==> src/rtl/gdps_pkg.sv <==
package gdps_pkg;

    typedef enum logic [2:0] {
        GS_IDLE,
        GS_BLANK,
        GS_DRIVE,
        GS_TRIP,
        GS_HOLDOFF
    } gd_state_e;

    typedef struct packed {
        logic cmd;
        logic uv;
        logic ov;
    } gd_flags_t;

    localparam int FLAG_W = $bits(gd_flags_t);

    function automatic int calc_blank(input longint clk_hz, input longint blank_ns);
        longint cyc;
        cyc = (clk_hz * blank_ns + 64'sd500_000_000) / 64'sd1_000_000_000;
        if (cyc < 1) cyc = 1;
        return int'(cyc);
    endfunction

    function automatic logic state_drives(input gd_state_e s);
        return (s == GS_BLANK) || (s == GS_DRIVE);
    endfunction

    function automatic logic state_faulted(input gd_state_e s);
        return (s == GS_TRIP) || (s == GS_HOLDOFF);
    endfunction

endpackage

==> src/rtl/gdps_sync.sv <==
module gdps_sync #(
    parameter int STAGES = 2,
    parameter int W      = 1
) (
    input  logic         clk,
    input  logic         rst,
    input  logic [W-1:0] async_i,
    output logic [W-1:0] sync_o
);
    logic [W-1:0] pipe [STAGES];

    always_ff @(posedge clk) begin
        if (rst) begin
            for (int s = 0; s < STAGES; s++) pipe[s] <= '0;
        end else begin
            pipe[0] <= async_i;
            for (int s = 1; s < STAGES; s++) pipe[s] <= pipe[s-1];
        end
    end

    assign sync_o = pipe[STAGES-1];
endmodule

==> src/rtl/gdps_blank_timer.sv <==
module gdps_blank_timer #(
    parameter int CYCLES = 400
) (
    input  logic clk,
    input  logic rst,
    input  logic load_i,
    input  logic run_i,
    output logic expired_o
);
    localparam int CW = $clog2(CYCLES + 1);
    localparam logic [CW-1:0] TOP = CW'(CYCLES - 1);

    logic [CW-1:0] cnt;

    always_ff @(posedge clk) begin
        if (rst)                       cnt <= '0;
        else if (load_i)               cnt <= TOP;
        else if (!run_i)               cnt <= '0;
        else if (cnt != '0)            cnt <= cnt - 1'b1;
    end

    assign expired_o = (cnt == '0);

    AST_CNT_BOUND: assert property (@(posedge clk) disable iff (rst)
        cnt <= TOP);
    AST_IDLE_CLEARS: assert property (@(posedge clk) disable iff (rst)
        (!run_i && !load_i) |=> expired_o);
endmodule

==> src/rtl/gdps_ctrl.sv <==
module gdps_ctrl
    import gdps_pkg::*;
(
    input  logic      clk,
    input  logic      rst,
    input  gd_flags_t flags_i,
    input  logic      expired_i,
    output logic      load_o,
    output logic      run_o,
    output gd_state_e state_o
);
    gd_state_e state, state_nx;
    logic      cmd_d;
    logic      cmd_rise;

    always_ff @(posedge clk) begin
        if (rst) cmd_d <= 1'b0;
        else     cmd_d <= flags_i.cmd;
    end

    assign cmd_rise = flags_i.cmd && !cmd_d;

    always_comb begin
        state_nx = state;
        unique case (state)
            GS_IDLE: begin
                if (cmd_rise) state_nx = flags_i.uv ? GS_HOLDOFF : GS_BLANK;
            end
            GS_BLANK: begin
                if (!flags_i.cmd)  state_nx = GS_IDLE;
                else if (expired_i) state_nx = GS_DRIVE;
            end
            GS_DRIVE: begin
                if (!flags_i.cmd)  state_nx = GS_IDLE;
                else if (flags_i.ov) state_nx = GS_TRIP;
            end
            GS_TRIP: begin
                if (cmd_rise) state_nx = flags_i.uv ? GS_HOLDOFF : GS_BLANK;
            end
            GS_HOLDOFF: begin
                if (!flags_i.cmd) state_nx = GS_IDLE;
            end
            default: state_nx = GS_IDLE;
        endcase
    end

    always_ff @(posedge clk) begin
        if (rst) state <= GS_IDLE;
        else     state <= state_nx;
    end

    assign load_o  = (state_nx == GS_BLANK) && (state != GS_BLANK);
    assign run_o   = (state == GS_BLANK);
    assign state_o = state;

    AST_CMD_LOW_OFF: assert property (@(posedge clk) disable iff (rst)
        !flags_i.cmd |=> !state_drives(state));
    AST_BLANK_MASKS_OV: assert property (@(posedge clk) disable iff (rst)
        (state == GS_BLANK && flags_i.cmd) |=> state_drives(state));
    AST_OV_TRIPS: assert property (@(posedge clk) disable iff (rst)
        (state == GS_DRIVE && flags_i.cmd && flags_i.ov) |=> (state == GS_TRIP));
    AST_TRIP_HOLDS: assert property (@(posedge clk) disable iff (rst)
        (state == GS_TRIP && !cmd_rise) |=> (state == GS_TRIP));
    AST_UV_REFUSES: assert property (@(posedge clk) disable iff (rst)
        (cmd_rise && flags_i.uv) |=> !state_drives(state));
    AST_UV_IGNORED_ON: assert property (@(posedge clk) disable iff (rst)
        (state == GS_DRIVE && flags_i.cmd && !flags_i.ov) |=> (state == GS_DRIVE));
    AST_HOLDOFF_WAITS: assert property (@(posedge clk) disable iff (rst)
        (state == GS_HOLDOFF && flags_i.cmd) |=> (state == GS_HOLDOFF));
    AST_WINDOW_RESTART: assert property (@(posedge clk) disable iff (rst)
        load_o |=> !expired_i || (state != GS_BLANK) || $past(expired_i));
endmodule

==> src/rtl/gate_prot_seq.sv <==
module gate_prot_seq
    import gdps_pkg::*;
#(
    parameter longint CLK_HZ      = 200_000_000,
    parameter longint BLANK_NS    = 2000,
    parameter int     SYNC_STAGES = 2
) (
    input  logic clk,
    input  logic rst,
    input  logic cmd_i,
    input  logic uv_i,
    input  logic ov_i,
    output logic gate_o,
    output logic fault_o
);
    localparam int BLANK_CYCLES = calc_blank(CLK_HZ, BLANK_NS);

    gd_flags_t raw_flags, sync_flags;
    logic      tmr_load, tmr_run, tmr_expired;
    gd_state_e state;

    always_comb begin
        raw_flags.cmd = cmd_i;
        raw_flags.uv  = uv_i;
        raw_flags.ov  = ov_i;
    end

    gdps_sync #(.STAGES(SYNC_STAGES), .W(FLAG_W)) u_sync (
        .clk     (clk),
        .rst     (rst),
        .async_i (raw_flags),
        .sync_o  (sync_flags)
    );

    gdps_blank_timer #(.CYCLES(BLANK_CYCLES)) u_timer (
        .clk       (clk),
        .rst       (rst),
        .load_i    (tmr_load),
        .run_i     (tmr_run),
        .expired_o (tmr_expired)
    );

    gdps_ctrl u_ctrl (
        .clk       (clk),
        .rst       (rst),
        .flags_i   (sync_flags),
        .expired_i (tmr_expired),
        .load_o    (tmr_load),
        .run_o     (tmr_run),
        .state_o   (state)
    );

    assign gate_o  = state_drives(state);
    assign fault_o = state_faulted(state);

    AST_RESET_QUIET: assert property (@(posedge clk)
        rst |=> (!gate_o && !fault_o));
    AST_EXCLUSIVE: assert property (@(posedge clk) disable iff (rst)
        !(gate_o && fault_o));
endmodule

==> config.mk <==
export PLATFORM = sky130hd
export DESIGN_NAME = gate_prot_seq
export DESIGN_NICKNAME = d
export VERILOG_FILES = /design/src/rtl/gdps_pkg.sv /design/src/rtl/gdps_sync.sv /design/src/rtl/gdps_blank_timer.sv /design/src/rtl/gdps_ctrl.sv /design/src/rtl/gate_prot_seq.sv
export SDC_FILE = /design/constraint.sdc
export NUM_CORES = 1
export LEC_CHECK = 0
export CAP_MARGIN = 20
export CORE_UTILIZATION = 55
export DETAILED_ROUTE_END_ITERATION = 7
export PLACE_DENSITY = 0.75
export SLEW_MARGIN = 5
export SYNTH_ARGS = -nofsm -noshare
export SYNTH_HDL_FRONTEND = slang
export SYNTH_SLANG_ARGS = --single-unit
==> constraint.sdc <==
create_clock -name clk -period 3.9 [get_ports clk]
set_input_delay 0.78 -clock clk [delete_from_list [all_inputs] [get_ports clk]]
set_output_delay 0.78 -clock clk [all_outputs]
set_load 0.05 [all_outputs]
==> metrics.md, run 1 <==
| Metric | Value |
|---|---|
| Hold Violations, Final | `0` |
| Largest net degree at the start of global routing | `12` |
| Pre-CTS setup slack | `roughly 1.6 ns` |
| Met3 Use GR | `between 3 and 4%` |
| RSZ-0062 raised after global routing | `no` |
| Std cell rows | `14` |
| FFs w/ async S/R, synth | `0%` |
| First-pass DRT Iterations | `4` |
| Nets | `about 110` |
| Die Area | `1940 um^2` |
| Fill cells | `140` |
| Hold Path Depth | `1` |
| Power density over the cells | `about 360 nW/um^2` |
| GRT Overall Usage | `roughly a fifth` |
| I/O pin count | `7` |
| Register area | `approximately 380 um^2` |
| Max rail drop VDD | `0.245 mV` |
| Layout cell share with drive strength beyond 1 | `13.6%` |
| Initial Util | `about three fifths` |
| Vias in the first global route | `671` |
| DP HPWL | `between 1 and 1.5 mm` |
| Stages on worst setup path | `3` |
| Max frequency | `about 380 MHz` |
| Critical Path Sink Type | `primary output` |
| Drt drc | `0` |
| CTS tree | `built` |
| Critical path's top delay family | `buffers and inverters` |
| Post_cts resized | `0` |
| Hold path startpoint | `u_sync.pipe[0][1]` |
| Setup bufs post-CTS | `0` |
| M1 GR Usage | `between 20% and 30%` |
| Power Total | `about 0.38 mW` |
| Worst Path Max Fanout | `11` |
| Via density per instance | `approximately 6.0` |
| Sequential Power Share | `a little over half` |
| Yosys cell types | `38` |
| Post-route setup slack | `around 1.2 ns` |
| Post-route setup TNS | `0 ns` |
| Commonest register cell after synthesis | `dfxtp_1` |
| First-pass GRT wire length | `2.87 mm` |
| RR Startpoint | `u_timer.cnt[0]` |
| Final period demand of the worst path | `2.66 ns` |
| CP max stage delay | `between 0.7 and 0.8 ns` |
| Syn. warnings | `0` |
| Part of the Yosys area used for sequential elements | `39.2%` |
| Post-synth EDFFs | `0` |
| Clock Path Buffers | `2` |
| Diode count | `0` |
| Clock Sinks | `19` |
| Die X | `44.0 um` |
| CP required | `3.12 ns` |
| CP bufs+invs | `1` |
| ANT nets after route | `0` |
| Setup violators final | `0` |
| Hold Buf Count CTS | `0` |
| Syn-to-layout area delta | `9.55%` |
| Worst-path clk slew | `about 0.1 ns` |
| Mean area per synthesized cell | `10.1 um^2` |
| Worst Path Arrival | `1.88 ns` |
| R2R depth | `6` |
| Switching fraction of total power | `26.3%` |
| Placed inst area | `1040 um^2` |
| Status | `completed` |
| Post-Synthesis Cells | `96` |
| #FFs+latches synth | `19` |
| Clock tree root buffer cell | `clkbuf_4` |
| Final Max Tran Viols | `0` |
| Comb pwr share | `between 20% and 30%` |
| M2 GR Usage | `approximately 33%` |
| Max_cap viols | `0` |
| Clock power frac | `around 26%` |
| Worst r2r dst | `u_timer.cnt[3]` |
| Routability Congestion | `0.879` |
| Global routing's busiest layer | `met2` |
| Clock latency on the worst-skew pair | `0.30 ns` |
| Fin util | `67.4%` |
| Post-synthesis cell area | `970 um^2` |
| Critical Path Slowest Stage Cell | `clkdlybuf4s50_1` |
| Design area | `1060 um^2` |
| DR WL/cell | `14.3 um` |
| Sw Pwr | `about 0.10 mW` |
| CTS H-Tree Depth | `1` |
| Worst-Margin Slew | `0.632 ns` |
| Total gr overflow | `0` |
| Core footprint | `roughly 1600 um^2` |
| Crit path cell chain | `nand3b_1, nand2_1, clkdlybuf4s50_1` |
| Chip height | `44.0 um` |
| P_leak | `0.402 nW` |
| Critical path startpoint category | `flop` |
| FF-to-FF setup slack | `2.06 ns` |
| Area occupied by multi-input gates | `roughly 560 um^2` |
| IO Port Bufs | `6` |
| Critical path class | `reg -> out` |
| Total CTS buffers | `3` |
| Drt total wl | `1.70 mm` |
| Antenna violations before repair | `0` |
| Post-Syn Nets | `~100` |
| Setup Skew | `0.00432 ns` |
| Relative max-transition margin | `57.7%` |
| Fin crit share | `approximately two thirds` |
| Internal power | `approximately 0.28 mW` |
| Drt initial violations | `14` |
| Vias | `712` |
| Hold WC Path Type | `reg -> reg` |
| WHS Endpoint | `u_sync.pipe[0][4]` |
-- cells by family after synthesis --
logic type / count (synthesis) / share of synthesized area [%]
flip-flops: 19 / 39.2
multiplexers: 4 / 4.64
XOR/XNOR: 4 / 3.61
AND/OR/NAND/NOR: 40 / 27.9
buffers and inverters: 6 / 2.58
adder cells (fa/ha/maj): 2 / 2.58
AO/OA/AOI/OAI: 21 / 19.5
-- Yosys cell counts (2+ instances only) --
library cell  number  area share (%)
nand2_1            5             1.9
o22ai_1            5             3.2
xnor2_1            4             3.6
nor2_1             8             3.1
buf_2              2             1.0
nand2b_1           2             1.3
ha_1               2             2.6
nor2b_1            9             5.8
nand3b_1           2             1.5
mux2i_1            3             3.1
dfxtp_1           19              39
nand3_1            2             1.0
a21oi_1            5             2.6
inv_1              3             1.2
a211oi_1           2             1.5
-- sequential cells by signal (all words and copies together) (netlist names) --
register	count
u_timer.cnt	9
u_sync.pipe	6
u_ctrl.state_o	3
u_ctrl.cmd_d	1
-- worst register-to-register path: stages, from the launching register on --
cell and delay (ns):
dfxtp_1 0.35, inv_1 0.09, ha_1 0.14, nor4b_4 0.53
nand2_4 0.15, a32oi_4 0.31, o22ai_1 0.14
-- routing by layer --
layer  share of wire (%)  wire, um  up-vias
li1                    -         -      359
met1                  49       829      329
met2                  46       780       20
met3                 4.1        70        4
met4                 1.4        23        0
met5                   0         0        -
-- area by class of cell --
type | count | area share [%]
clock buffers | 4 | 2.47
inverters | 3 | 1.06
multi-input cells | 71 | 53.1
flip-flops and latches | 19 | 35.8
well taps | 16 | 1.88
repair buffers | 6 | 5.65
-- through the flow --
step / std cells / hold WS, ns
6_report: 119 / 0.448
5_1_grt: 119 / 0.471
4_1_cts: 119 / 0.454
3_5_place_dp: 115 / 0.432
3_3_place_gp: 115 / 0.419
2_1_floorplan: 96 / 0.414
-- worst max path at each step --
stage | start | to | slack (ns)
6_report | u_ctrl.state_o[1] | fault_o | 1.24
5_1_grt | u_ctrl.state_o[1] | fault_o | 1.15
4_1_cts | u_ctrl.state_o[1] | fault_o | 1.26
3_5_place_dp | u_ctrl.state_o[1] | fault_o | 1.59
3_3_place_gp | u_ctrl.state_o[1] | fault_o | 1.62
2_1_floorplan | u_ctrl.state_o[1] | gate_o | 1.91
-- cell usage in the layout (no fill, tap or decap), types with 2 or more instances in the layout --
cell,instances
a21oi_1,5
inv_1,3
a211oi_1,2
xnor2_1,4
nor2b_1,9
clkbuf_4,3
dfxtp_1,19
nand3b_1,2
o22ai_1,5
nand2b_1,2
mux2i_1,3
nand2_1,5
ha_1,2
nor2_1,8
clkdlybuf4s50_1,6
nand3_1,2
-- power by group through the flow --
stage | registers [mW] | clock network (mW) | logic [mW]
2_1_floorplan | 0.209 | 0 | 0.0635
3_3_place_gp | 0.211 | 0 | 0.0761
3_5_place_dp | 0.211 | 0 | 0.0772
4_1_cts | 0.206 | 0.0981 | 0.0779
5_1_grt | 0.207 | 0.106 | 0.0852
6_report | 0.207 | 0.0977 | 0.0775
No activity file was read; power rests on OpenSTA's default activity.
==> inputs of run 2 (changes only) <==
--- a/config.mk
+++ b/config.mk
@@ -6,9 +6,9 @@
 export NUM_CORES = 1
 export LEC_CHECK = 0
 export CAP_MARGIN = 20
-export CORE_UTILIZATION = 55
+export CORE_UTILIZATION = 50
 export DETAILED_ROUTE_END_ITERATION = 7
-export PLACE_DENSITY = 0.75
+export PLACE_DENSITY = 0.72
 export SLEW_MARGIN = 5
 export SYNTH_ARGS = -nofsm -noshare
 export SYNTH_HDL_FRONTEND = slang
==> constraint.sdc (replaced) <==
create_clock -name clk -period 2.4 [get_ports clk]
set_input_delay 0.48 -clock clk [delete_from_list [all_inputs] [get_ports clk]]
set_output_delay 0.48 -clock clk [all_outputs]
set_load 0.05 [all_outputs]
==> run 2 against run 1 <==
Net effect: critical path depth stayed put; utilization fell by 4.9 points; total power increased by 66%; count of clock-buffer cells in the layout shrank 1; sequential cell count unchanged; critical endpoint unchanged.
==> metrics.md, run 2 (synthesized netlist as in run 1, its figures left out) <==
| Metric | Value |
|---|---|
| Drt total wl | `1.80 mm (+5.9%)` |
| Std cell rows | `15 (+1)` |
| Fin crit share | `82.2%` |
| CP bufs+invs | `1 (unchanged)` |
| Via density per instance | `5.59 (-6.6%)` |
| Vias | `732 (+2.8%)` |
| Drt initial violations | `8 (-6)` |
| Clock latency on the worst-skew pair | `0.30 ns (about the same)` |
| Final Max Tran Viols | `0 (unchanged)` |
| Top reg by flops | `u_timer.cnt` |
| I/O pin count | `7 (unchanged)` |
| Clock Path Buffers | `2 (unchanged)` |
| Die Area | `2120 um^2 (+9.5%)` |
| Most frequent cells in the layout | `19 x dfxtp_1, 9 x nor2b_1, 8 x nor2_1` |
| Layout cell share with drive strength beyond 1 | `17.0% (+3.4 points)` |
| Hold Violations, Final | `0 (unchanged)` |
| Power density over the cells | `574 nW/um^2 (+60%)` |
| Worst-path clk slew | `0.11 ns (about the same)` |
| Most common cell after layout, fill and taps aside | `dfxtp_1` |
| ANT nets after route | `0 (unchanged)` |
| Core footprint | `1760 um^2 (+12%)` |
| Max rail drop VDD | `0.380 mV (+55%)` |
| Critical path class | `reg -> out` |
| Worst Path Arrival | `1.49 ns (-0.39 ns)` |
| Vias in the first global route | `708 (+5.5%)` |
| Chip height | `46.0 um (+4.7%)` |
| Max_cap viols | `0 (unchanged)` |
| Post-route setup TNS | `0 ns (unchanged)` |
| Critical path's top delay family | `flip-flops` |
| Critical Path Slowest Stage Cell | `dfxtp_1` |
| Clock tree root buffer cell | `clkbuf_4` |
| DP HPWL | `1.29 mm (+1.2%)` |
| Largest net degree at the start of global routing | `12 (unchanged)` |
| Crit path cell chain | `nand3b_1, nand2_1, dlymetal6s2s_1` |
| Clock Sinks | `19 (unchanged)` |
| Initial Util | `55.0% (-6.5 points)` |
| CP required | `1.92 ns (-1.20 ns)` |
| Routability Congestion | `0.870 (-1.0%)` |
| First-pass DRT Iterations | `4 (unchanged)` |
| CTS tree | `built` |
| Setup Skew | `0.00322 ns (-0.00109 ns)` |
| Relative max-transition margin | `60.2% (+2.5 points)` |
| Largest register FFs | `9 (unchanged)` |
| Hold Buf Count CTS | `0 (unchanged)` |
| GRT Overall Usage | `20.7% (-0.023 points)` |
| Critical path startpoint category | `flop` |
| CTS H-Tree Depth | `1 (unchanged)` |
| Setup violators final | `0 (unchanged)` |
| Total gr overflow | `0 (unchanged)` |
| First-pass GRT wire length | `3.11 mm (+8.2%)` |
| Nets | `114 (+2.7%)` |
| Diode count | `0 (unchanged)` |
| Hold WC Path Type | `reg -> reg` |
| Min Hold Slack | `0.450 ns (+0.00113 ns)` |
| Die X | `46.0 um (+4.7%)` |
| Worst-Margin Slew | `0.596 ns (-0.0358 ns)` |
| RSZ-0062 raised after global routing | `no` |
| Total CTS buffers | `3 (unchanged)` |
| P_leak | `0.455 nW (+13%)` |
| Syn-to-layout area delta | `13.7%` |
| Max frequency | `507 MHz` |
| DR WL/cell | `13.8 um (-3.8%)` |
| Drt drc | `0 (unchanged)` |
| Placed inst area | `1070 um^2 (+3.3%)` |
| Status | `completed` |
| Critical Path Sink Type | `primary output` |
| Final period demand of the worst path | `between 1.5 and 2 ns` |
| Antenna violations before repair | `0 (unchanged)` |
| Worst Path Max Fanout | `11 (unchanged)` |
| Design area | `1100 um^2 (+3.8%)` |
| IO Port Bufs | `6 (unchanged)` |
| CP max stage delay | `0.53 ns (-0.26 ns)` |
## run 2: cell count changes in the layout (fill, tap and decap cells not counted)
cell / change
buf_4: +3
clkdlybuf4s50_1: -2
dlymetal6s2s_1: +2
clkbuf_1: -1
clkinv_2: +1
## run 2: layout make-up
class / count / area, um^2
Timing Repair Buffer: 9 / 87.6
Clock buffer: 3 / 22.5
Fill cell: 167 / 662
Clock inverter: 1 / 5.00
Tap cell: 25 / 31.3
Sequential cell: 19 / 380
Multi-Input combinational cell: 71 / 564
Inverter: 3 / 11.3
## run 2: through the flow
| stage | worst slack, ns | power, mW | util, % | instances |
|---|---|---|---|---|
| 3_3_place_gp | 0.422 | 0.470 | 60.6 | 127 |
| 5_1_grt | 0.294 | 0.661 | 62.5 | 131 |
| 4_1_cts | 0.0415 | 0.633 | 62.2 | 131 |
| 2_1_floorplan | 0.706 | 0.443 | - | 96 |
| 3_5_place_dp | 0.376 | 0.473 | 60.6 | 127 |
| 6_report | 0.427 | 0.633 | 62.5 | 131 |
## run 2: layer usage
layer | up-vias | global-route usage [%] | wire length (um)
met3 | 2 | 2.78 | 53
met5 | - | 0 | 0
met4 | 0 | 8.24 | 12
met2 | 14 | 36.1 | 929
li1 | 368 | - | -
met1 | 348 | 25.4 | 808
## run 2: path summary, 6_finish.rpt
check	startpoint	to	slack, ns	cells after the start
setup / recovery	u_ctrl.state_o[1]	fault_o	0.43	3
hold / removal	u_sync.pipe[0][2]	u_sync.pipe[0][5]	0.45	1
setup reg to reg	u_timer.cnt[0]	u_timer.cnt[6]	0.62	6
hold reg to reg	u_sync.pipe[0][2]	u_sync.pipe[0][5]	0.45	1
## run 2: power breakdown
group	leakage (nW)	switching (mW)	internal (mW)
Combinational	0.282	0.0591	0.0723
Sequential	0.155	0.0107	0.325
Clock	0.0177	0.103	0.0620
## run 2: what timing repair did
action | CTS | global route
resized for setup | 0 | 2
setup endpoints to repair | 0 | 2
setup buffers | 0 | 0
## run 2: worst reg2reg max path: stages, from the launching register on
cell	delay [ns]
dfxtp_1	0.37
inv_1	0.10
ha_1	0.22
or3b_4	0.43
a2111oi_4	0.35
xnor2_1	0.16
nor2_1	0.05
==> inputs of run 3 (changes only) <==
==> constraint.sdc (replaced) <==
create_clock -name clk -period 1.65 [get_ports clk]
set_input_delay 0.33 -clock clk [delete_from_list [all_inputs] [get_ports clk]]
set_output_delay 0.33 -clock clk [all_outputs]
set_load 0.05 [all_outputs]
==> run 3 against run 2 <==
Net effect: sequential cell count stayed put; cell area rose by 7.5%; cell count increased by 5.3%; hold slack got worse by 0.0051 ns; die area is the same; utilization up 4.7 points; combinational power grew 54%; first-iteration DRC count down 13%; largest cell class unchanged.
==> metrics.md, run 3 (synthesized netlist as in run 1, its figures left out) <==
| Metric | Value |
|---|---|
| Worst-path clk slew | `0.11 ns (about the same)` |
| Drt total wl | `1.77 mm (-1.8%)` |
| Sequential Power Share | `52.8% (-0.3 points)` |
| Power Total | `0.925 mW (+46%)` |
| Design area | `1180 um^2 (+7.5%)` |
| Hold WC Path Type | `reg -> reg` |
| Initial Util | `55.0% (unchanged)` |
| Top reg by flops | `u_timer.cnt` |
| Final period demand of the worst path | `approximately 1.6 ns` |
| Setup violators final | `0 (unchanged)` |
| Setup Skew | `0.00438 ns (+0.00116 ns)` |
| Worst-Margin Slew | `0.392 ns (-0.204 ns)` |
| Max frequency | `631 MHz` |
| Critical path startpoint category | `flop` |
| Clock tree root buffer cell | `clkbuf_4` |
| First-pass DRT Iterations | `4 (unchanged)` |
| Clock latency on the worst-skew pair | `0.30 ns (about the same)` |
| Largest net degree at the start of global routing | `12 (unchanged)` |
| Cells after DPL | `133 (+4.7%)` |
| Worst Path Arrival | `1.25 ns (-0.24 ns)` |
| Crit path cell chain | `nand3b_1, nand2_1, buf_12` |
| Min Hold Slack | `0.445 ns (-0.00506 ns)` |
| Routability Congestion | `0.809 (-7.1%)` |
| Layout cell share with drive strength beyond 1 | `31.0% (+14 points)` |
| Fill cells | `159 (-4.8%)` |
| Antenna violations before repair | `0 (unchanged)` |
| Clock power frac | `25.3% (-0.8 points)` |
| Most common cell after layout, fill and taps aside | `dfxtp_1` |
| Clock Path Buffers | `2 (unchanged)` |
| Hold Violations, Final | `0 (unchanged)` |
| Vias | `769 (+5.1%)` |
| Drt drc | `0 (unchanged)` |
| Std cell rows | `15 (unchanged)` |
| Drt initial violations | `7 (-1)` |
| CTS H-Tree Depth | `1 (unchanged)` |
| Critical path class | `reg -> out` |
| Post-route setup TNS | `0 ns (unchanged)` |
| DR WL/cell | `12.8 um (-6.8%)` |
| I/O pin count | `7 (unchanged)` |
| DP HPWL | `1.35 mm (+4.3%)` |
| Comb pwr share | `21.9% (+1.2 points)` |
| Total CTS buffers | `3 (unchanged)` |
| Max_cap viols | `0 (unchanged)` |
| Critical Path Slowest Stage Cell | `dfxtp_1` |
| CP max stage delay | `0.48 ns (-0.05 ns)` |
| Chip height | `46.0 um (unchanged)` |
| Total gr overflow | `0 (unchanged)` |
| ANT nets after route | `0 (unchanged)` |
| GRT Overall Usage | `20.8% (+0.051 points)` |
| Diode count | `0 (unchanged)` |
| Die X | `46.0 um (unchanged)` |
| Register area | `387 um^2 (+1.6%)` |
| Status | `completed` |
| Syn-to-layout area delta | `22.2%` |
| Relative max-transition margin | `73.7% (+13 points)` |
| Vias in the first global route | `682 (-3.7%)` |
| Final Max Tran Viols | `0 (unchanged)` |
| P_leak | `0.465 nW (+2.2%)` |
| Pre-CTS setup slack | `0.00555 ns (-0.370 ns)` |
| Switching fraction of total power | `26.7% (-0.68 points)` |
| Placed inst area | `1130 um^2 (+6.1%)` |
| Fin crit share | `between 90% and 100%` |
| Sw Pwr | `0.247 mW (+42%)` |
| IO Port Bufs | `6 (unchanged)` |
| Core footprint | `1760 um^2 (unchanged)` |
| Nets | `121 (+6.1%)` |
| Die Area | `2120 um^2 (unchanged)` |
| CTS tree | `built` |
| First-pass GRT wire length | `3.04 mm (-2.0%)` |
| Power density over the cells | `780 nW/um^2 (+36%)` |
| Critical Path Sink Type | `primary output` |
| Max rail drop VDD | `0.602 mV (+58%)` |
| Worst Path Max Fanout | `8 (-3)` |
| Most frequent cells in the layout | `14 x dfxtp_1, 10 x buf_4, 9 x nor2b_1` |
| Internal power | `0.678 mW (+47%)` |
| Area occupied by multi-input gates | `573 um^2 (+1.6%)` |
| Via density per instance | `5.57 (-0.27%)` |
| Fin util | `67.2% (+4.7 points)` |
| RSZ-0062 raised after global routing | `yes` |
| Post-route setup slack | `0.0659 ns (-0.361 ns)` |
| Largest register FFs | `9 (unchanged)` |
| Post-Layout Cell Count | `138 (+5.3%)` |
| CP required | `1.32 ns (-0.60 ns)` |
| Clock Sinks | `19 (unchanged)` |
run 3: cell count changes in the layout (fill, tap and decap cells not counted):
| cell | change |
|---|---|
| inv_1 | -1 |
| buf_4 | +7 |
| nor4_2 | +1 |
| dfxtp_2 | +5 |
| ha_2 | +1 |
| buf_12 | +2 |
| dfxtp_1 | -5 |
| ha_1 | -1 |
| dlymetal6s2s_1 | -2 |
| inv_2 | +1 |
| nor4_1 | -1 |
run 3: area by class of cell:
type / count / share of cell area, %
Tap cell: 25 / 2.64
Multi-Input combinational cell: 71 / 48.4
Clock buffer: 3 / 1.90
Sequential cell: 19 / 32.6
Inverter: 3 / 0.950
Timing Repair Buffer: 16 / 13.1
Clock inverter: 1 / 0.422
run 3: final timing paths:
path / slack (ns) / start / depth (start not counted) / endpoint
setup / recovery: 0.07 / u_ctrl.state_o[2] / 3 / fault_o
hold / removal: 0.44 / u_sync.pipe[0][1] / 1 / u_sync.pipe[0][4]
setup reg to reg: 0.07 / u_timer.cnt[0] / 7 / u_timer.cnt[6]
hold reg to reg: 0.44 / u_sync.pipe[0][1] / 1 / u_sync.pipe[0][4]
run 3: layer usage:
layer | part of all wire, % | global-route usage [%] | routed length (um)
met5 | 0 | 0 | 0
met1 | 46 | 26.8 | 811
met2 | 49 | 32.1 | 867
met3 | 3.2 | 5.95 | 56
met4 | 2.0 | 8.82 | 36
run 3: power groups by stage:
stage,Sequential [mW],Combinational (mW),Clock (mW)
floorplan,0.494,0.150,0
global placement,0.498,0.196,0
detailed placement,0.498,0.200,0
CTS,0.488,0.201,0.240
global route,0.491,0.224,0.251
finish,0.488,0.202,0.234
run 3: repair_timing:
action / CTS / global route
gates resized for setup: 2 / 6
pin swaps: 0 / 2
setup endpoints to repair: 3 / 7
setup buffers: 0 / 1
hold buffers: 0 / 0
run 3: critical path, delay by kind of cell, from the launching register on:
kind / cells / cell delay [ns]
flops: 1 / 0.48
simple gates: 2 / 0.32
buf+inv: 1 / 0.16
